<file path="src/rtl/offload_pkg.sv">
package offload_pkg;

    typedef enum logic [2:0] {
        ST_IDLE  = 3'd0,
        ST_LOAD  = 3'd1,
        ST_RUN   = 3'd2,
        ST_DONE  = 3'd3,
        ST_ABORT = 3'd4
    } op_status_e;

    typedef enum logic [1:0] {
        LP_IDLE  = 2'd0,
        LP_ISSUE = 2'd1,
        LP_WAIT  = 2'd2
    } ld_phase_e;

    localparam int REG_AW = 4;

    localparam logic [REG_AW-1:0] RA_TBL_BASE  = 4'd0;
    localparam logic [REG_AW-1:0] RA_TBL_LEN   = 4'd1;
    localparam logic [REG_AW-1:0] RA_HASH_BASE = 4'd2;
    localparam logic [REG_AW-1:0] RA_RES_BASE  = 4'd3;
    localparam logic [REG_AW-1:0] RA_NULL_ID   = 4'd4;
    localparam logic [REG_AW-1:0] RA_CB_BASE   = 4'd5;
    localparam logic [REG_AW-1:0] RA_CB_LEN    = 4'd6;
    localparam logic [REG_AW-1:0] RA_CTRL      = 4'd7;
    localparam logic [REG_AW-1:0] RA_STATUS    = 4'd8;

endpackage

</file>
<file path="src/rtl/offload_regfile.sv">
module offload_regfile
    import offload_pkg::*;
#(
    parameter int ADDR_W = 32,
    parameter int DATA_W = 32,
    parameter int LEN_W  = 16
) (
    input  logic              clk_i,
    input  logic              rst_ni,
    input  logic              we_i,
    input  logic [REG_AW-1:0] addr_i,
    input  logic [DATA_W-1:0] wdata_i,
    output logic [DATA_W-1:0] rdata_o,
    input  logic              lock_i,
    input  logic [2:0]        status_i,
    output logic              start_o,
    output logic [ADDR_W-1:0] tbl_base_o,
    output logic [LEN_W-1:0]  tbl_len_o,
    output logic [ADDR_W-1:0] hash_base_o,
    output logic [ADDR_W-1:0] res_base_o,
    output logic [DATA_W-1:0] null_id_o,
    output logic [ADDR_W-1:0] cb_base_o,
    output logic [LEN_W-1:0]  cb_len_o
);

    typedef struct packed {
        logic [ADDR_W-1:0] tbl_base;
        logic [LEN_W-1:0]  tbl_len;
        logic [ADDR_W-1:0] hash_base;
        logic [ADDR_W-1:0] res_base;
        logic [DATA_W-1:0] null_id;
        logic [ADDR_W-1:0] cb_base;
        logic [LEN_W-1:0]  cb_len;
    } job_regs_t;

    job_regs_t r_d, r_q;
    logic      start_d;

    always_comb begin
        r_d     = r_q;
        start_d = 1'b0;
        if (we_i && !lock_i) begin
            case (addr_i)
                RA_TBL_BASE:  r_d.tbl_base  = wdata_i[ADDR_W-1:0];
                RA_TBL_LEN:   r_d.tbl_len   = wdata_i[LEN_W-1:0];
                RA_HASH_BASE: r_d.hash_base = wdata_i[ADDR_W-1:0];
                RA_RES_BASE:  r_d.res_base  = wdata_i[ADDR_W-1:0];
                RA_NULL_ID:   r_d.null_id   = wdata_i;
                RA_CB_BASE:   r_d.cb_base   = wdata_i[ADDR_W-1:0];
                RA_CB_LEN:    r_d.cb_len    = wdata_i[LEN_W-1:0];
                RA_CTRL:      start_d       = wdata_i[0];
                default: ;
            endcase
        end
    end

    always_ff @(posedge clk_i or negedge rst_ni) begin
        if (!rst_ni) r_q <= '0;
        else         r_q <= r_d;
    end

    always_comb begin
        case (addr_i)
            RA_TBL_BASE:  rdata_o = DATA_W'(r_q.tbl_base);
            RA_TBL_LEN:   rdata_o = DATA_W'(r_q.tbl_len);
            RA_HASH_BASE: rdata_o = DATA_W'(r_q.hash_base);
            RA_RES_BASE:  rdata_o = DATA_W'(r_q.res_base);
            RA_NULL_ID:   rdata_o = r_q.null_id;
            RA_CB_BASE:   rdata_o = DATA_W'(r_q.cb_base);
            RA_CB_LEN:    rdata_o = DATA_W'(r_q.cb_len);
            RA_STATUS:    rdata_o = DATA_W'(status_i);
            default:      rdata_o = '0;
        endcase
    end

    assign start_o     = start_d;
    assign tbl_base_o  = r_q.tbl_base;
    assign tbl_len_o   = r_q.tbl_len;
    assign hash_base_o = r_q.hash_base;
    assign res_base_o  = r_q.res_base;
    assign null_id_o   = r_q.null_id;
    assign cb_base_o   = r_q.cb_base;
    assign cb_len_o    = r_q.cb_len;

    // a locked cycle leaves every job register unchanged at the next edge
    assert_regs_frozen_R3: assert property (@(posedge clk_i) disable iff (!rst_ni)
        $past(lock_i) |-> $stable(r_q));

endmodule

</file>
<file path="src/rtl/offload_loader.sv">
module offload_loader
    import offload_pkg::*;
#(
    parameter int ADDR_W = 32,
    parameter int DATA_W = 32,
    parameter int LEN_W  = 16
) (
    input  logic              clk_i,
    input  logic              rst_ni,
    input  logic              start_i,
    input  logic              abort_i,
    input  logic [ADDR_W-1:0] base_i,
    input  logic [LEN_W-1:0]  len_i,
    output logic              req_valid_o,
    output logic [ADDR_W-1:0] req_addr_o,
    input  logic              rsp_valid_i,
    input  logic [DATA_W-1:0] rsp_data_i,
    output logic              cw_we_o,
    output logic [LEN_W-1:0]  cw_idx_o,
    output logic [DATA_W-1:0] cw_data_o,
    output logic              finish_o
);

    typedef struct packed {
        ld_phase_e         phase;
        logic [ADDR_W-1:0] addr;
        logic [LEN_W-1:0]  idx;
    } ld_state_t;

    ld_state_t s_d, s_q;
    logic      last_word;
    logic      accept;

    assign last_word = (s_q.idx == len_i - LEN_W'(1));
    assign accept    = (s_q.phase == LP_WAIT) && rsp_valid_i;

    always_comb begin
        s_d = s_q;
        if (abort_i) begin
            s_d.phase = LP_IDLE;
        end else begin
            case (s_q.phase)
                LP_IDLE: begin
                    if (start_i && (len_i != '0)) begin
                        s_d.phase = LP_ISSUE;
                        s_d.addr  = base_i;
                        s_d.idx   = '0;
                    end
                end
                LP_ISSUE: s_d.phase = LP_WAIT;
                LP_WAIT: begin
                    if (rsp_valid_i) begin
                        if (last_word) begin
                            s_d.phase = LP_IDLE;
                        end else begin
                            s_d.phase = LP_ISSUE;
                            s_d.addr  = s_q.addr + ADDR_W'(1);
                            s_d.idx   = s_q.idx + LEN_W'(1);
                        end
                    end
                end
                default: s_d.phase = LP_IDLE;
            endcase
        end
    end

    always_ff @(posedge clk_i or negedge rst_ni) begin
        if (!rst_ni) s_q <= '{phase: LP_IDLE, addr: '0, idx: '0};
        else         s_q <= s_d;
    end

    assign req_valid_o = (s_q.phase == LP_ISSUE);
    assign req_addr_o  = s_q.addr;
    assign cw_we_o     = accept;
    assign cw_idx_o    = s_q.idx;
    assign cw_data_o   = rsp_data_i;
    assign finish_o    = accept && last_word;

    // a request lasts one cycle and is never directly followed by another
    assert_single_outstanding_R5: assert property (@(posedge clk_i) disable iff (!rst_ni)
        req_valid_o |=> !req_valid_o);

    // after a non-final response the next request goes to the following word
    assert_next_addr_R5: assert property (@(posedge clk_i) disable iff (!rst_ni)
        (cw_we_o && !finish_o && !abort_i) |=>
            (req_valid_o && (req_addr_o == $past(req_addr_o) + ADDR_W'(1))));

    // broadcast indices stay inside the block
    assert_idx_in_block_R6: assert property (@(posedge clk_i) disable iff (!rst_ni)
        cw_we_o |-> (cw_idx_o < len_i));

endmodule

</file>
<file path="src/rtl/offload_seq.sv">
module offload_seq
    import offload_pkg::*;
#(
    parameter int NUM_UNITS  = 4,
    parameter int NUM_QUEUES = 4
) (
    input  logic                  clk_i,
    input  logic                  rst_ni,
    input  logic                  start_i,
    input  logic                  len_zero_i,
    input  logic                  load_done_i,
    input  logic                  fault_i,
    input  logic [NUM_UNITS-1:0]  units_done_i,
    input  logic [NUM_QUEUES-1:0] queues_empty_i,
    output op_status_e            status_o,
    output logic                  lock_o,
    output logic                  run_en_o,
    output logic                  op_done_o,
    output logic                  op_abort_o
);

    typedef struct packed {
        op_status_e status;
    } seq_state_t;

    seq_state_t s_d, s_q;
    logic       all_idle;

    assign all_idle = (&units_done_i) && (&queues_empty_i);

    always_comb begin
        s_d = s_q;
        case (s_q.status)
            ST_IDLE, ST_DONE, ST_ABORT: begin
                if (start_i) s_d.status = len_zero_i ? ST_RUN : ST_LOAD;
            end
            ST_LOAD: begin
                if (fault_i)          s_d.status = ST_ABORT;
                else if (load_done_i) s_d.status = ST_RUN;
            end
            ST_RUN: begin
                if (fault_i)       s_d.status = ST_ABORT;
                else if (all_idle) s_d.status = ST_DONE;
            end
            default: s_d.status = ST_IDLE;
        endcase
    end

    always_ff @(posedge clk_i or negedge rst_ni) begin
        if (!rst_ni) s_q <= '{status: ST_IDLE};
        else         s_q <= s_d;
    end

    assign status_o   = s_q.status;
    assign lock_o     = (s_q.status == ST_LOAD) || (s_q.status == ST_RUN);
    assign run_en_o   = (s_q.status == ST_RUN);
    assign op_done_o  = (s_q.status == ST_DONE);
    assign op_abort_o = (s_q.status == ST_ABORT);

    // entering done requires every unit finished and every queue drained
    assert_done_gated_R8: assert property (@(posedge clk_i) disable iff (!rst_ni)
        ((s_q.status == ST_DONE) && ($past(s_q.status) == ST_RUN)) |->
            $past(all_idle));

    // a fault in an active phase aborts on the next edge
    assert_fault_aborts_R9: assert property (@(posedge clk_i) disable iff (!rst_ni)
        (fault_i && lock_o) |=> (s_q.status == ST_ABORT));

    // aborted persists until a launch
    assert_abort_holds_R9: assert property (@(posedge clk_i) disable iff (!rst_ni)
        ((s_q.status == ST_ABORT) && !start_i) |=> (s_q.status == ST_ABORT));

endmodule

</file>
<file path="src/rtl/offload_ctrl.sv">
module offload_ctrl
    import offload_pkg::*;
#(
    parameter int ADDR_W     = 32,
    parameter int DATA_W     = 32,
    parameter int LEN_W      = 16,
    parameter int NUM_UNITS  = 4,
    parameter int NUM_QUEUES = 4
) (
    input  logic                  clk_i,
    input  logic                  rst_ni,
    input  logic                  cfg_we_i,
    input  logic [REG_AW-1:0]     cfg_addr_i,
    input  logic [DATA_W-1:0]     cfg_wdata_i,
    output logic [DATA_W-1:0]     cfg_rdata_o,
    output logic                  ld_req_valid_o,
    output logic [ADDR_W-1:0]     ld_req_addr_o,
    input  logic                  ld_rsp_valid_i,
    input  logic [DATA_W-1:0]     ld_rsp_data_i,
    output logic                  cb_we_o,
    output logic [LEN_W-1:0]      cb_idx_o,
    output logic [DATA_W-1:0]     cb_data_o,
    output logic [ADDR_W-1:0]     job_tbl_base_o,
    output logic [LEN_W-1:0]      job_tbl_len_o,
    output logic [ADDR_W-1:0]     job_hash_base_o,
    output logic [ADDR_W-1:0]     job_res_base_o,
    output logic [DATA_W-1:0]     job_null_id_o,
    output logic                  run_en_o,
    input  logic [NUM_UNITS-1:0]  unit_done_i,
    input  logic [NUM_QUEUES-1:0] queue_empty_i,
    input  logic                  fault_i,
    output logic                  op_done_o,
    output logic                  op_abort_o
);

    op_status_e        status;
    logic              lock;
    logic              start;
    logic              load_done;
    logic [ADDR_W-1:0] cb_base;
    logic [LEN_W-1:0]  cb_len;
    logic              abort_load;

    assign abort_load = fault_i && lock;

    offload_regfile #(
        .ADDR_W (ADDR_W),
        .DATA_W (DATA_W),
        .LEN_W  (LEN_W)
    ) u_regs (
        .clk_i       (clk_i),
        .rst_ni      (rst_ni),
        .we_i        (cfg_we_i),
        .addr_i      (cfg_addr_i),
        .wdata_i     (cfg_wdata_i),
        .rdata_o     (cfg_rdata_o),
        .lock_i      (lock),
        .status_i    (3'(status)),
        .start_o     (start),
        .tbl_base_o  (job_tbl_base_o),
        .tbl_len_o   (job_tbl_len_o),
        .hash_base_o (job_hash_base_o),
        .res_base_o  (job_res_base_o),
        .null_id_o   (job_null_id_o),
        .cb_base_o   (cb_base),
        .cb_len_o    (cb_len)
    );

    offload_loader #(
        .ADDR_W (ADDR_W),
        .DATA_W (DATA_W),
        .LEN_W  (LEN_W)
    ) u_loader (
        .clk_i       (clk_i),
        .rst_ni      (rst_ni),
        .start_i     (start),
        .abort_i     (abort_load),
        .base_i      (cb_base),
        .len_i       (cb_len),
        .req_valid_o (ld_req_valid_o),
        .req_addr_o  (ld_req_addr_o),
        .rsp_valid_i (ld_rsp_valid_i),
        .rsp_data_i  (ld_rsp_data_i),
        .cw_we_o     (cb_we_o),
        .cw_idx_o    (cb_idx_o),
        .cw_data_o   (cb_data_o),
        .finish_o    (load_done)
    );

    offload_seq #(
        .NUM_UNITS  (NUM_UNITS),
        .NUM_QUEUES (NUM_QUEUES)
    ) u_seq (
        .clk_i          (clk_i),
        .rst_ni         (rst_ni),
        .start_i        (start),
        .len_zero_i     (cb_len == '0),
        .load_done_i    (load_done),
        .fault_i        (fault_i),
        .units_done_i   (unit_done_i),
        .queues_empty_i (queue_empty_i),
        .status_o       (status),
        .lock_o         (lock),
        .run_en_o       (run_en_o),
        .op_done_o      (op_done_o),
        .op_abort_o     (op_abort_o)
    );

    // the units are enabled only after the loader's last word or an empty-block launch
    assert_run_after_load_R7: assert property (@(posedge clk_i) disable iff (!rst_ni)
        $rose(run_en_o) |-> $past(load_done || (start && (cb_len == '0))));

    // no constant is broadcast unless a load was requested earlier in the job
    assert_bcast_only_loading_R6: assert property (@(posedge clk_i) disable iff (!rst_ni)
        cb_we_o |-> (status == ST_LOAD));

endmodule

</file>
<file path="config.mk">
export PLATFORM = sky130hd
export DESIGN_NAME = offload_ctrl
export DESIGN_NICKNAME = d
export VERILOG_FILES = /design/src/rtl/offload_pkg.sv /design/src/rtl/offload_regfile.sv /design/src/rtl/offload_loader.sv /design/src/rtl/offload_seq.sv /design/src/rtl/offload_ctrl.sv
export SDC_FILE = /design/constraint.sdc
export NUM_CORES = 1
export LEC_CHECK = 0
export ABC_AREA = 0
export BUFFER_PORTS_ARGS = -buffer_cell sky130_fd_sc_hd__buf_2
export CORE_MARGIN = 4
export CORE_UTILIZATION = 53
export DETAILED_ROUTE_END_ITERATION = 7
export GPL_ROUTABILITY_DRIVEN = 1
export PLACE_DENSITY = 0.8
export REMOVE_ABC_BUFFERS = 1
export SYNTH_ARGS = -nofsm -noshare
export SYNTH_HDL_FRONTEND = slang
export SYNTH_SLANG_ARGS = --single-unit
</file>
<file path="constraint.sdc">
create_clock -name clk_i -period 3.9 [get_ports clk_i]
set_input_delay 0.975 -clock clk_i [delete_from_list [all_inputs] [get_ports clk_i]]
set_output_delay 0.975 -clock clk_i [all_outputs]
set_load 0.02 [all_outputs]
</file>
Word level (Yosys, flattened, before mapping)
Cells that the tools add are included.

Register bits: 245. Input bits: 81. Output and inout port bits: 261. Word-level logic and storage cells: 82.

Add/subtract/negate cells: 3. Eq/ne operators: 23. Muxes and demuxes: 17. Bitwise operators: 1. Reduce and logical (&&, ||, !) cells: 27.

Operator list (number): case mux 32 bit (8 select lines) (1); 2-to-1 mux 50 bit (2); case mux 48 bit (2 select lines) (1); 2-to-1 mux 48 bit (1); adder 32 x 1 -> 32 bit, second input constant (1); adder 16 x 1 -> 16 bit, second input constant (1); equality test 16 bit (1); equality test 4 x 3 -> 1 bit, second input constant (4); logical NOT 16 bit (1); AND reduction 2 bit (8); nonzero test 16 bit (1); subtractor 16 x 1 -> 16 bit, second input constant (1); 2-to-1 mux 3 bit (5); case mux 3 bit (3 select lines) (1); equality test 4 x 2 -> 1 bit, second input constant (2); AND reduction 4 bit (2); equality test 3 x 2 -> 1 bit, second input constant (2); logical AND 1 bit (6); != test 2 bit, second input constant (3); != test 3 bit, second input constant (2); case mux 2 bit (3 select lines) (1); AND reduction 5 bit (1); equality test 4 x 1 -> 1 bit, second input constant (1); equality test 4 bit, second input constant (1); other kinds (18) (21).

Logic depth before layout (Yosys ltp)
Gate-level depths: netlist (run 1).

Depth in word-level cells: 9. Gate-level depth with buffers: 14. Gate-level depth less buffers: 11.

Hierarchy
Synthesis (run 1) repeated with hierarchy kept, for this count alone.

Cells, all modules: 1216. Area, all modules: 13399.1 µm².

Modules (own cells, without submodules): offload_regfile (times used 1, cells each 620, area an instance 8755.9 µm², sequential area each 4804.6 µm²); offload_loader (times used 1, cells each 558, area an instance 4324.1 µm², sequential area each 1251.2 µm²); offload_seq (times used 1, cells each 32, area an instance 279.0 µm², sequential area each 75.1 µm²); offload_ctrl (times used 1, cells each 6, area an instance 40.0 µm², sequential area each 0.0 µm²).

Worst setup path after synthesis (run 1)
No wires, ideal clock.

Kind: input to output. From: input cfg_addr_i[0]. To: output cfg_rdata_o[10]. Arrival time: 2.454 ns. Setup slack: 0.471 ns. Stages: 5. Path buffers: 2. Cells stage by stage: clkbuf_1 > nor4b_1 > clkbuf_1 > a22oi_1 > nand4_1.

Longest elaborated chain between the ends: 2. Elaborated cells between the ends (all ways): 9.

Ends and longest elaborated chain: start, declared (RTL line offload_ctrl.sv:13) `input logic [REG_AW-1:0] cfg_addr_i,`; equality test 4 bit (tied with other cells) (RTL line offload_regfile.sv:63) `case (addr_i)`; case mux 32 bit (8 select lines) (*) (RTL line offload_regfile.sv:63); end, declared (RTL line offload_ctrl.sv:15) `output logic [DATA_W-1:0] cfg_rdata_o,`.

Mark *: on every way between the ends. The rest lies on a longest branch, timed or not.

Worst setup path after layout (run 1)
From: register u_regs.r_q (netlist bit u_regs.cb_len_o[2]). To: register u_loader.s_q (netlist bit u_loader.req_addr_o[19]).

Longest elaborated chain between the ends: 4. Elaborated cells between the ends (all ways): 7.

Ends and longest elaborated chain: start, declared (RTL line offload_regfile.sv:36) `job_regs_t r_d, r_q;`; start signal, assigned (RTL line offload_regfile.sv:59) `else r_q <= r_d;`; subtractor 16 x 1 -> 16 bit / nonzero test 16 bit (equally long branches) (RTL line offload_loader.sv:34, offload_loader.sv:44); equality test 16 bit / logical AND 1 bit (equally long branches) (RTL line offload_loader.sv:34, offload_loader.sv:44); != test 2 bit (no line) / != test 2 x 1 -> 1 bit (equally long branches); AND reduction 5 bit (no line) (*); end signal, assigned (RTL line offload_loader.sv:68) `if (!rst_ni) s_q <= '{phase: LP_IDLE, addr: '0, idx: '0};`; end, declared (RTL line offload_loader.sv:30) `ld_state_t s_d, s_q;`.

Marks and branches as above. A chain may end at the register's enable or synchronous reset.

==> tab_implementation.tex, run 1 <==
\begin{tabular}{lr}
\hline
Metric & Value \\
\hline
\multicolumn{2}{l}{\textbf{Timing}} \\
Final Max Slew Viols & 0 \\
Maximum achievable frequency & 0.286 GHz \\
Final-report setup violation count & 0 \\
Headroom to the max-slew limit & 29.0\% \\
RSZ-0062 raised after global routing & false \\
Worst-Margin Slew & $\sim$1.1 ns \\
Min Tclk post-route & $\sim$3.5 ns \\
Setup TNS & 0 ns \\
Worst setup skew after layout & 0.0140 ns \\
Slack of the critical path & 0.401 ns \\
Period Utilization, post-route & 89.7\% \\
Final-report hold violation count & 0 \\
\multicolumn{2}{l}{\textbf{Die}} \\
Total die area & 26,400 sq um \\
Area inside the core boundary & 23,500 sq um \\
Initial cell density of the core & 53.9\% \\
Site Rows & 56 \\
Count of pins on the block boundary & 342 \\
Chip Height & $\sim$160 um \\
Overall die width & 163 um \\
\multicolumn{2}{l}{\textbf{Critical path}} \\
Critical Path Slowest Stage Cell & or4\_1 \\
Worst-path fanout max & 47 \\
Kind of launch point of the worst setup path & register \\
Crit path cell chain & or4\_1 > nor3\_4 > nand3\_1 > a2111o\_1 > a2111o\_1 > o21ai\_4 > inv\_2 > a21oi\_1 > a21oi\_1 \\
Nature of the critical path endpoint & register \\
Classification of the worst setup path & register to register \\
WP data arrival & about 3.9 ns \\
Critical path buffer and inverter count & 1 \\
Data required time at the worst endpoint & 4.29 ns \\
Delay-heaviest family, CP & compound AO/OA/AOI/OAI gates \\
CP peak stage delay & between 0.7 and 0.8 ns \\
\multicolumn{2}{l}{\textbf{Final layout}} \\
Area delta synth->final & 16.5\% \\
Highest-count cells in the layout ignoring fill and taps & buf\_2 (276), dfrtp\_1 (245), mux2\_2 (192) \\
Share of final-layout standard cells stronger than drive strength 1 & a little over two fifths \\
Number of inserted filler cells in the final layout & approximately 1,900 \\
Most common library cell in the layout ignoring fill and taps & buf\_2 \\
Nets & around 1,400 \\
\multicolumn{2}{l}{\textbf{Clock tree}} \\
Clock tree from TritonCTS & built \\
Post-CTS setup-driven buffer insertion count & 0 \\
Clock Tree Buf Depth & 3 \\
Quantity of gates resized following cts & 0 \\
Cts hold-fix bufs & 0 \\
Clock latency reported for the late side of the worst-skew pair & 0.55 ns \\
Clock tree root buffer cell & clkbuf\_16 \\
Count of clock tree sinks & 245 \\
Number of CTS-inserted buffers & 27 \\
CTS clk-pin slew, worst paths & 0.06 ns \\
Depth of the CTS H-tree & 1 \\
\multicolumn{2}{l}{\textbf{Routing}} \\
Via density per instance & $\sim$6 \\
Wirelength, routed & 37,900 um \\
First-pass iteration count of the detailed router & 6 \\
DRC violation count after routing & 0 \\
DRC marker count from the first detailed-route iteration & between 700 and 800 \\
Mean routed wirelength per cell & 22.7 um \\
Post-route ant nets & 0 \\
Total vias in the final route & about 10,000 \\
\multicolumn{2}{l}{\textbf{Place}} \\
Port-buffer cells & 277 \\
GPL Wtd Cong & 0.905 \\
Placement Setup Slack & 0.478 ns \\
Dpl hpwl & 25,800 um \\
\multicolumn{2}{l}{\textbf{Synthesis}} \\
Share of synthesized area occupied by flip-flops and latches & a little under 50\% \\
Post-synthesis cell area & 12,700 sq um \\
Synth warn & 0 \\
Count of flip-flops with a built-in enable after synthesis & 0 \\
Most used flip-flop cell after synthesis & dfrtp\_1 \\
Syn avg cell area & about 11 sq um \\
Synthesis-stage register bit count & $\sim$250 \\
Distinct cell type count after synthesis & 66 \\
Async S/R FF share, synth & 100\% \\
Post-synthesis instance total & 1,154 \\
\multicolumn{2}{l}{\textbf{Global routing}} \\
GRT Residual Overflow & 0 \\
Number of antenna violations at the first check in global routing & 1 \\
Wire length of the first global-routing pass & 58,300 um \\
Overall global routing resource usage & 27.9\% \\
Via count of the first global-routing pass & 10,000 \\
Pin count of the biggest net entering global routing & between 100 and 150 \\
\multicolumn{2}{l}{\textbf{Min path}} \\
Tightest Hold Check Type & primary input to asynchronous set/reset pin \\
\multicolumn{2}{l}{\textbf{Pwr}} \\
VDD IR-drop max & 437 uV \\
Leakage power of the design & $\sim$0.0068 uW \\
PD cells & around 660 nW/um\^{}2 \\
\multicolumn{2}{l}{\textbf{Job}} \\
Maximum capacitance violations & 0 \\
\multicolumn{2}{l}{\textbf{Outcome}} \\
Result of the run & finished, final reports clean \\
\hline
\end{tabular}
[sequential cells by signal (all words and copies together) (netlist names)]
name,count
u_loader.req_addr_o,32
u_regs.cb_base_o,32
u_regs.hash_base_o,32
u_regs.null_id_o,32
u_regs.res_base_o,32
u_regs.tbl_base_o,32
u_loader.cw_idx_o,16
u_regs.cb_len_o,16
u_regs.tbl_len_o,16
u_seq.status_o,3
u_loader.s_q,2
[final cells by class]
class / instances / area (sq um) / area share, %
Clock inverter: 10 / 128 / 0.866
Multi-Input combinational cell: 745 / 5600 / 38.0
Tap cell: 319 / 399 / 2.71
Inverter: 9 / 33.8 / 0.229
Clock buffer: 38 / 787 / 5.34
Antenna cell: 1 / 2.50 / 0.0170
Sequential cell: 245 / 6130 / 41.6
Timing Repair Buffer: 301 / 1660 / 11.3
[stage by stage]
stage          std cells  utilization [%]  instance area, sq um  total power, uW  hold slack (ns)
2_1_floorplan        999                -                 11700             5750            0.497
3_3_place_gp        1619             58.9                 13800             6950            0.491
3_5_place_dp        1619             58.9                 13800             7060            0.504
4_1_cts             1667             62.8                 14700             9690            0.518
5_1_grt             1668             62.8                 14700            10100            0.526
6_report            1668             62.8                 14700             9670            0.484
[cell usage after synthesis, drive strengths merged (5+ instances only)]
library cell / count / share of area (%)
dfrtp: 245 / 48
mux2: 192 / 17
buf: 111 / 6.3
nand2: 99 / 2.9
a22oi: 77 / 4.6
a21oi: 56 / 2.4
nand3: 45 / 1.8
clkbuf: 44 / 1.3
nor2: 39 / 1.2
o21ai: 32 / 1.6
nand4: 19 / 0.94
and3: 13 / 0.64
xnor2: 13 / 0.90
or4: 12 / 0.74
nor3: 11 / 0.52
o22ai: 10 / 0.49
a2bb2oi: 9 / 0.62
inv: 9 / 0.27
a31oi: 8 / 0.40
and2: 8 / 0.40
nor4: 8 / 0.51
or3: 8 / 0.40
nand2b: 6 / 0.30
nor2b: 6 / 0.30
o22a: 6 / 0.42
o31ai: 6 / 0.36
a211oi: 5 / 0.30
xor2: 5 / 0.35
[report_power, final]
group,total [uW],switching [uW],internal (uW)
Clock,2610,1060,1540
Sequential,3960,722,3240
Combinational,3100,1900,1210
Total,9670,3680,5990
[logic make-up (layout without fill, tap and decap cells)]
group                      after synthesis  after routing  synth area share (%)
other                                    0              1                     0
muxes                                  192            192                  17.1
and+or+nand+nor                        297            297                  12.1
AOI/OAI and AO/OA                      234            234                  12.8
DFF                                    245            245                  48.4
buffers and inverters                  164            358                  7.86
xor gates and xnor gates                18             18                  1.25
adders and majority gates                4              4                 0.395
[worst paths after layout]
check | from | end | slack [ns] | depth (start not counted)
max in group asynchronous | rst_ni | u_regs.tbl_len_o[13] | 2.52 | 2
setup / recovery | u_regs.cb_len_o[2] | u_loader.req_addr_o[19] | 0.40 | 9
setup reg to reg | u_regs.cb_len_o[2] | u_loader.req_addr_o[19] | 0.40 | 9
hold reg to reg | u_loader.req_addr_o[11] | u_loader.req_addr_o[11] | 0.52 | 1
min in group clk_i | u_loader.req_addr_o[11] | u_loader.req_addr_o[11] | 0.52 | 1
hold / removal | rst_ni | u_regs.null_id_o[27] | 0.48 | 1
[metal layers]
metal | up-vias | routed length, um | track usage, %
met3 | 85 | 3820 | 7.06
li1 | 4513 | - | -
met1 | 5132 | 15600 | 39.1
met2 | 563 | 17200 | 42.8
met4 | 0 | 1290 | 9.30
met5 | - | 0 | 0.947
(Power assumes the default switching activity.)
==> run 2: changes to the inputs <==
--- a/config.mk
+++ b/config.mk
@@ -11,6 +11,7 @@
 export CORE_UTILIZATION = 53
 export DETAILED_ROUTE_END_ITERATION = 7
 export GPL_ROUTABILITY_DRIVEN = 1
+export MAX_ROUTING_LAYER = met4
 export PLACE_DENSITY = 0.8
 export REMOVE_ABC_BUFFERS = 1
 export SYNTH_ARGS = -nofsm -noshare
==> constraint.sdc (replaced) <==
create_clock -name clk_i -period 3.9 [get_ports clk_i]
set_input_delay 0.195 -clock clk_i [delete_from_list [all_inputs] [get_ports clk_i]]
set_output_delay 0.195 -clock clk_i [all_outputs]
set_load 0.02 [all_outputs]
==> run 2 against run 1 <==
Effect of this change: worst hold slack got worse by 0.47 ns; sequential power about the same; design area shrank 0.17%; register-to-register slack about the same; core utilization shrank 0.11 points; clock power shrank 10%; global-route usage grew 0.54 points; largest cell class unchanged; critical path type unchanged; first-iteration DRC count rose by 17%; wire length fell by 0.43%.
==> tab_implementation.tex, run 2 (synthesis results as in run 1) <==
\begin{tabular}{lr}
\hline
Metric & Value \\
\hline
\multicolumn{2}{l}{\textbf{Timing}} \\
Final-report setup violation count & 0 (unchanged) \\
Worst-Margin Slew & 1.11 ns (was 1.06 ns) \\
Period Utilization, post-route & 90.1\% (was 89.7\%) \\
Headroom to the max-slew limit & 26.0\% (was 29.0\%) \\
Worst setup skew after layout & 0.0187 ns (was 0.0140 ns) \\
RSZ-0062 raised after global routing & false (unchanged) \\
Final-report hold violation count & 0 (unchanged) \\
Final worst hold slack & 0.0178 ns (was 0.484 ns) \\
Final Max Slew Viols & 0 (unchanged) \\
Maximum achievable frequency & 0.285 GHz (was 0.286 GHz) \\
Min Tclk post-route & 3.51 ns (was 3.50 ns) \\
\multicolumn{2}{l}{\textbf{Critical path}} \\
WP data arrival & 3.87 ns (was 3.89 ns) \\
Classification of the worst setup path & register to register (unchanged) \\
Nature of the critical path endpoint & register (unchanged) \\
Kind of launch point of the worst setup path & register (unchanged) \\
Worst-path fanout max & 47 (unchanged) \\
Data required time at the worst endpoint & 4.26 ns (was 4.29 ns) \\
\multicolumn{2}{l}{\textbf{Routing}} \\
Mean routed wirelength per cell & 22.5 um (was 22.7 um) \\
DRC violation count after routing & 0 (unchanged) \\
DRC marker count from the first detailed-route iteration & 895 (was 767) \\
Post-route ant nets & 0 (unchanged) \\
Via density per instance & 6.12 (was 6.17) \\
Total vias in the final route & 10,300 (about the same) \\
Wirelength, routed & 37,800 um (was 37,900 um) \\
First-pass iteration count of the detailed router & 5 (was 6) \\
\multicolumn{2}{l}{\textbf{Final layout}} \\
Highest-count cells in the layout ignoring fill and taps & buf\_2 (276), dfrtp\_1 (245), mux2\_2 (192) (unchanged) \\
Most common library cell in the layout ignoring fill and taps & buf\_2 (unchanged) \\
Nets & 1,424 (was 1,414) \\
Final antenna diode count & 0 (was 1) \\
End-of-flow core utilization & 62.7\% (was 62.8\%) \\
Area delta synth->final & 16.3\% (was 16.5\%) \\
Non-filler cells, final & 1,675 (was 1,668) \\
Share of final-layout standard cells stronger than drive strength 1 & 41.1\% (was 42.4\%) \\
\multicolumn{2}{l}{\textbf{Clock tree}} \\
Count of clock tree sinks & 245 (unchanged) \\
Depth of the CTS H-tree & 1 (unchanged) \\
Quantity of gates resized following cts & 0 (unchanged) \\
CTS clk-pin slew, worst paths & 0.06 ns (about the same) \\
Clock tree from TritonCTS & built (unchanged) \\
Clock tree root buffer cell & clkbuf\_16 (unchanged) \\
Cts hold-fix bufs & 20 (was 0) \\
Clock Tree Buf Depth & 3 (unchanged) \\
Number of CTS-inserted buffers & 25 (was 27) \\
Post-CTS setup-driven buffer insertion count & 0 (unchanged) \\
Clock latency reported for the late side of the worst-skew pair & 0.52 ns (was 0.55 ns) \\
\multicolumn{2}{l}{\textbf{Place}} \\
Dpl hpwl & 25,100 um (was 25,800 um) \\
Port-buffer cells & 277 (unchanged) \\
Cell count after placement & 1,611 (was 1,619) \\
GPL Wtd Cong & 0.914 (was 0.905) \\
\multicolumn{2}{l}{\textbf{Die}} \\
Count of pins on the block boundary & 342 (unchanged) \\
Total die area & 26,400 sq um (unchanged) \\
Chip Height & 163 um (unchanged) \\
Overall die width & 163 um (unchanged) \\
Area inside the core boundary & 23,500 sq um (unchanged) \\
Initial cell density of the core & 53.9\% (unchanged) \\
Site Rows & 56 (unchanged) \\
\multicolumn{2}{l}{\textbf{Global routing}} \\
Number of antenna violations at the first check in global routing & 0 (was 1) \\
Via count of the first global-routing pass & 10,200 (was 10,000) \\
Overall global routing resource usage & 28.4\% (was 27.9\%) \\
Wire length of the first global-routing pass & 57,900 um (was 58,300 um) \\
GRT Residual Overflow & 0 (unchanged) \\
Pin count of the biggest net entering global routing & 128 (was 108) \\
\multicolumn{2}{l}{\textbf{Outcome}} \\
Result of the run & finished, final reports clean (unchanged) \\
\multicolumn{2}{l}{\textbf{Pwr}} \\
Leakage power of the design & 0.00677 uW (was 0.00678 uW) \\
VDD IR-drop max & 438 uV (was 437 uV) \\
PD cells & 638 nW/um\^{}2 (was 656 nW/um\^{}2) \\
\multicolumn{2}{l}{\textbf{Job}} \\
Maximum capacitance violations & 0 (unchanged) \\
\multicolumn{2}{l}{\textbf{Min path}} \\
Tightest Hold Check Type & primary input to register (was primary input to asynchronous set/reset pin) \\
\hline
\end{tabular}
-- run 2: cell count changes in the layout (fill, tap and decap cells not counted) --
cell,change
buf_12,-4
diode_2,-1
bufinv_16,-1
clkbuf_16,-2
clkinv_2,+2
inv_16,-1
clkbuf_1,+2
dlygate4sd3_1,+20
buf_4,-4
clkinvlp_4,-4
-- run 2: through the flow --
| step | total power [uW] | setup WS (ns) | setup TNS, ns | instance area [sq um] |
|---|---|---|---|---|
| 2_1_floorplan | 5750 | -1.26 | -101.62 | 11700 |
| 4_1_cts | 9400 | 0.407 | 0 | 14700 |
| 3_5_place_dp | 7030 | 0.456 | 0 | 13700 |
| 5_1_grt | 9860 | 0.150 | 0 | 14700 |
| 3_3_place_gp | 6920 | 0.536 | 0 | 13700 |
| 6_report | 9390 | 0.387 | 0 | 14700 |
-- run 2: power breakdown --
part	switching (uW)	internal, uW
Clock	973	1370
Sequential	702	3240
Combinational	1890	1210
Total	3570	5830
-- run 2: cell type report --
cell class	count	area [sq um]
inverter	9	33.8
tap	319	399
clock inverter	6	57.6
sequential	245	6130
clock buffer	38	744
multi-input combinational	745	5600
timing repair buffer	313	1750
fill	1848	8760
-- run 2: critical path, stage by stage, from the launching register on --
cell,delay [ns]
dfrtp_1,0.44
inv_1,0.12
ha_1,0.19
or3b_1,0.48
o31ai_1,0.26
nand4_1,0.14
a2111o_1,0.37
a2111o_1,0.45
o21ai_4,0.19
inv_2,0.35
a21oi_1,0.28
a21oi_1,0.05
-- run 2: final timing paths --
kind	from	end	slack, ns	depth (start not counted)
min in group asynchronous	rst_ni	u_regs.tbl_base_o[28]	0.41	2
worst max-delay path	u_regs.cb_len_o[0]	u_loader.req_addr_o[16]	0.39	11
worst min-delay path	cfg_wdata_i[15]	u_regs.tbl_len_o[15]	0.02	2
worst min register to register	u_loader.req_addr_o[11]	u_loader.req_addr_o[11]	0.51	1
max in group asynchronous	rst_ni	u_loader.cw_idx_o[5]	2.58	3
worst max register to register	u_regs.cb_len_o[0]	u_loader.req_addr_o[16]	0.39	11
-- run 2: layer usage --
| metal | vias up | global-route usage [%] | part of all wire, % |
|---|---|---|---|
| li1 | 4540 | - | - |
| met1 | 5081 | 39.0 | 41 |
| met2 | 565 | 42.6 | 46 |
| met3 | 66 | 7.34 | 11 |
| met4 | 0 | 7.66 | 2.3 |
| met5 | - | - | 0 |
==> run 3: changes to the inputs <==
--- a/config.mk
+++ b/config.mk
@@ -8,12 +8,12 @@
 export ABC_AREA = 0
 export BUFFER_PORTS_ARGS = -buffer_cell sky130_fd_sc_hd__buf_2
 export CORE_MARGIN = 4
-export CORE_UTILIZATION = 53
+export CORE_UTILIZATION = 30
+export CTS_CLUSTER_SIZE = 10
 export DETAILED_ROUTE_END_ITERATION = 7
 export GPL_ROUTABILITY_DRIVEN = 1
 export MAX_ROUTING_LAYER = met4
-export PLACE_DENSITY = 0.8
-export REMOVE_ABC_BUFFERS = 1
+export PLACE_DENSITY = 0.51
 export SYNTH_ARGS = -nofsm -noshare
 export SYNTH_HDL_FRONTEND = slang
 export SYNTH_SLANG_ARGS = --single-unit
==> run 3 against run 2 <==
Effect of this change: flip-flop and latch count unchanged; largest cell class unchanged; total power up 4.4%; design area up 3.5%; worst setup slack better by 0.036 ns; register-to-register slack better by 0.04 ns; via count down 1.7%; fmax up 1.0%; critical path depth down 2; clock skew up 0.0038 ns.
==> tab_implementation.tex, run 3 (synthesis results as in run 1) <==
\begin{tabular}{lr}
\hline
Metric & Value \\
\hline
\multicolumn{2}{l}{\textbf{Die}} \\
Initial cell density of the core & 30.6\% (was 53.9\%) \\
Overall die width & 213 um (was 163 um) \\
Area inside the core boundary & 41,300 sq um (was 23,500 sq um) \\
Chip Height & 213 um (was 163 um) \\
Site Rows & 74 (was 56) \\
Count of pins on the block boundary & 342 (unchanged) \\
Total die area & 45,500 sq um (was 26,400 sq um) \\
\multicolumn{2}{l}{\textbf{Synthesis}} \\
Synthesized netlist net count & 1,239 \\
\multicolumn{2}{l}{\textbf{Clock tree}} \\
Depth of the CTS H-tree & 1 (unchanged) \\
Number of CTS-inserted buffers & 30 (was 25) \\
Clock tree root buffer cell & clkbuf\_16 (unchanged) \\
CTS clk-pin slew, worst paths & 0.07 ns (was 0.06 ns) \\
Clock Tree Buf Depth & 3 (unchanged) \\
Clock latency reported for the late side of the worst-skew pair & 0.57 ns (was 0.52 ns) \\
Post-CTS setup-driven buffer insertion count & 0 (unchanged) \\
Count of clock tree sinks & 245 (unchanged) \\
Clock tree from TritonCTS & built (unchanged) \\
\multicolumn{2}{l}{\textbf{Timing}} \\
Worst setup skew after layout & 0.0225 ns (was 0.0187 ns) \\
Final Max Slew Viols & 0 (unchanged) \\
Slack of the critical path & 0.424 ns (was 0.387 ns) \\
Maximum achievable frequency & 0.288 GHz (was 0.285 GHz) \\
Period Utilization, post-route & 89.1\% (was 90.1\%) \\
Worst-Margin Slew & 1.07 ns (was 1.11 ns) \\
Final worst hold slack & 0.0287 ns (was 0.0178 ns) \\
Min Tclk post-route & 3.48 ns (was 3.51 ns) \\
Setup TNS & 0 ns (unchanged) \\
Final-report setup violation count & 0 (unchanged) \\
Final-report hold violation count & 0 (unchanged) \\
Headroom to the max-slew limit & 28.7\% (was 26.0\%) \\
RSZ-0062 raised after global routing & false (unchanged) \\
\multicolumn{2}{l}{\textbf{Place}} \\
Placement Setup Slack & 0.471 ns (was 0.456 ns) \\
Dpl hpwl & 31,300 um (was 25,100 um) \\
Port-buffer cells & 277 (unchanged) \\
GPL Wtd Cong & 0.894 (was 0.914) \\
Placed inst area & 14,000 sq um (was 13,700 sq um) \\
\multicolumn{2}{l}{\textbf{Final layout}} \\
Highest-count cells in the layout ignoring fill and taps & buf\_2 (276), dfrtp\_1 (245), mux2\_2 (192) (unchanged) \\
Number of inserted filler cells in the final layout & 4,179 (was 1,848) \\
Final Cell Area & 15,200 sq um (was 14,700 sq um) \\
Total area of sequential cells & 6130 sq um (unchanged) \\
Area delta synth->final & 20.3\% (was 16.3\%) \\
Area of combinational cells with multiple inputs & 5600 sq um (unchanged) \\
Most common library cell in the layout ignoring fill and taps & buf\_2 (unchanged) \\
Nets & 1,445 (was 1,424) \\
Share of final-layout standard cells stronger than drive strength 1 & 40.9\% (was 41.1\%) \\
\multicolumn{2}{l}{\textbf{Global routing}} \\
Via count of the first global-routing pass & 10,000 (was 10,200) \\
Number of antenna violations at the first check in global routing & 1 (was 0) \\
Pin count of the biggest net entering global routing & 111 (was 128) \\
Wire length of the first global-routing pass & 65,600 um (was 57,900 um) \\
GRT Residual Overflow & 0 (unchanged) \\
Overall global routing resource usage & 19.3\% (was 28.4\%) \\
\multicolumn{2}{l}{\textbf{Routing}} \\
Total vias in the final route & 10,100 (was 10,300) \\
First-pass iteration count of the detailed router & 5 (unchanged) \\
Mean routed wirelength per cell & 23.1 um (was 22.5 um) \\
DRC marker count from the first detailed-route iteration & 637 (was 895) \\
Post-route ant nets & 0 (unchanged) \\
Wirelength, routed & 43,900 um (was 37,800 um) \\
DRC violation count after routing & 0 (unchanged) \\
Via density per instance & 5.30 (was 6.12) \\
\multicolumn{2}{l}{\textbf{Min path}} \\
Tightest Hold Check Type & primary input to register (unchanged) \\
Worst hold path endpoint & u\_regs.null\_id\_o[3] (was u\_regs.tbl\_len\_o[15]) \\
Number of stages on the worst hold path & 2 (unchanged) \\
Start point of the worst hold path & cfg\_wdata\_i[3] (was cfg\_wdata\_i[15]) \\
\multicolumn{2}{l}{\textbf{Critical path}} \\
Delay-heaviest family, CP & compound AO/OA/AOI/OAI gates (unchanged) \\
CP peak stage delay & 0.75 ns (was 0.48 ns) \\
Worst-path fanout max & 47 (unchanged) \\
Critical path buffer and inverter count & 1 (was 2) \\
Crit path cell chain & or4\_1 > nor3\_4 > nand3\_1 > a2111o\_1 > a2111o\_1 > o21ai\_4 > inv\_2 > a21oi\_1 > a21oi\_1 (was inv\_1 > ha\_1 > or3b\_1 > o31ai\_1 > nand4\_1 > a2111o\_1 > a2111o\_1 > o21ai\_4 > inv\_2 > a21oi\_1 > a21oi\_1) \\
Reg-to-Reg Start & u\_regs.cb\_len\_o[2] (was u\_regs.cb\_len\_o[0]) \\
Kind of launch point of the worst setup path & register (unchanged) \\
Classification of the worst setup path & register to register (unchanged) \\
Data required time at the worst endpoint & 4.31 ns (was 4.26 ns) \\
WP data arrival & 3.89 ns (was 3.87 ns) \\
Nature of the critical path endpoint & register (unchanged) \\
Reg2reg setup slack & 0.42 ns (was 0.39 ns) \\
Critical Path Slowest Stage Cell & or4\_1 (was or3b\_1) \\
Endpoint of the worst register-to-register path & u\_loader.req\_addr\_o[19] (was u\_loader.req\_addr\_o[16]) \\
Number of cells on the worst reg-to-reg path & 9 (was 11) \\
\multicolumn{2}{l}{\textbf{Pwr}} \\
VDD IR-drop max & 330 uV (was 438 uV) \\
PD cells & 644 nW/um\^{}2 (was 638 nW/um\^{}2) \\
Leakage power of the design & 0.00688 uW (was 0.00677 uW) \\
\multicolumn{2}{l}{\textbf{Job}} \\
Maximum capacitance violations & 0 (unchanged) \\
\multicolumn{2}{l}{\textbf{Outcome}} \\
Result of the run & finished, final reports clean (unchanged) \\
\hline
\end{tabular}
## run 3: cell count changes in the layout (fill, tap and decap cells not counted), sizes merged
| cell | before | now |
|---|---|---|
| clkinvlp | 1 | 0 |
| dlygate4sd3 | 20 | 33 |
| clkinv | 4 | 3 |
| buf | 293 | 296 |
| clkbuf | 38 | 37 |
| bufinv | 1 | 2 |
| diode | 0 | 1 |
## run 3: worst max-delay path by stage
stage	startpoint	end	slack [ns]	cells after the start
after floorplan	u_regs.cb_len_o[2]	u_loader.req_addr_o[22]	0.88	12
after global routing	u_regs.cb_len_o[2]	u_loader.req_addr_o[12]	0.19	9
after detailed placement	u_regs.cb_len_o[2]	u_loader.req_addr_o[23]	0.47	9
final	u_regs.cb_len_o[2]	u_loader.req_addr_o[19]	0.42	9
after CTS	u_regs.cb_len_o[2]	u_loader.req_addr_o[19]	0.44	9
after global placement	u_regs.cb_len_o[2]	u_loader.req_addr_o[18]	0.50	9
## run 3: cell type report
cell class              instances  area share [%]
clock inverters                 5           0.567
well taps                     532            4.37
clock buffers                  37            5.37
diodes                          1          0.0164
multi-input cells             745            36.7
inverters                       9           0.222
repair buffers                329            12.4
flip-flops and latches        245            40.3
## run 3: power breakdown
part	total (uW)	switching (uW)	internal (uW)	leakage, uW
combinational	3120	1900	1220	0.00341
sequential	4030	790	3240	0.00303
clock	2660	1080	1580	0.000445
total	9800	3770	6040	0.00688
## run 3: what timing repair did
item	in CTS	in global routing
resized for setup	0	0
endpoints found under the hold margin	285	0
hold buffers	33	0
## run 3: per-stage QoR
step	utilization [%]	instances	power (uW)
after floorplan	-	1154	6120
after global placement	33.9	1827	7130
after detailed placement	33.9	1827	7180
after CTS	36.9	1902	9920
after global routing	36.9	1903	10300
final	36.9	1903	9800
## run 3: routing by layer
| layer | vias up | global-route usage, % | wire length (um) |
|---|---|---|---|
| met5 | - | - | 0 |
| met4 | 0 | 3.82 | 758 |
| met3 | 62 | 3.64 | 2480 |
| met2 | 287 | 28.9 | 20200 |
| met1 | 5161 | 27.5 | 20500 |
| li1 | 4569 | - | - |
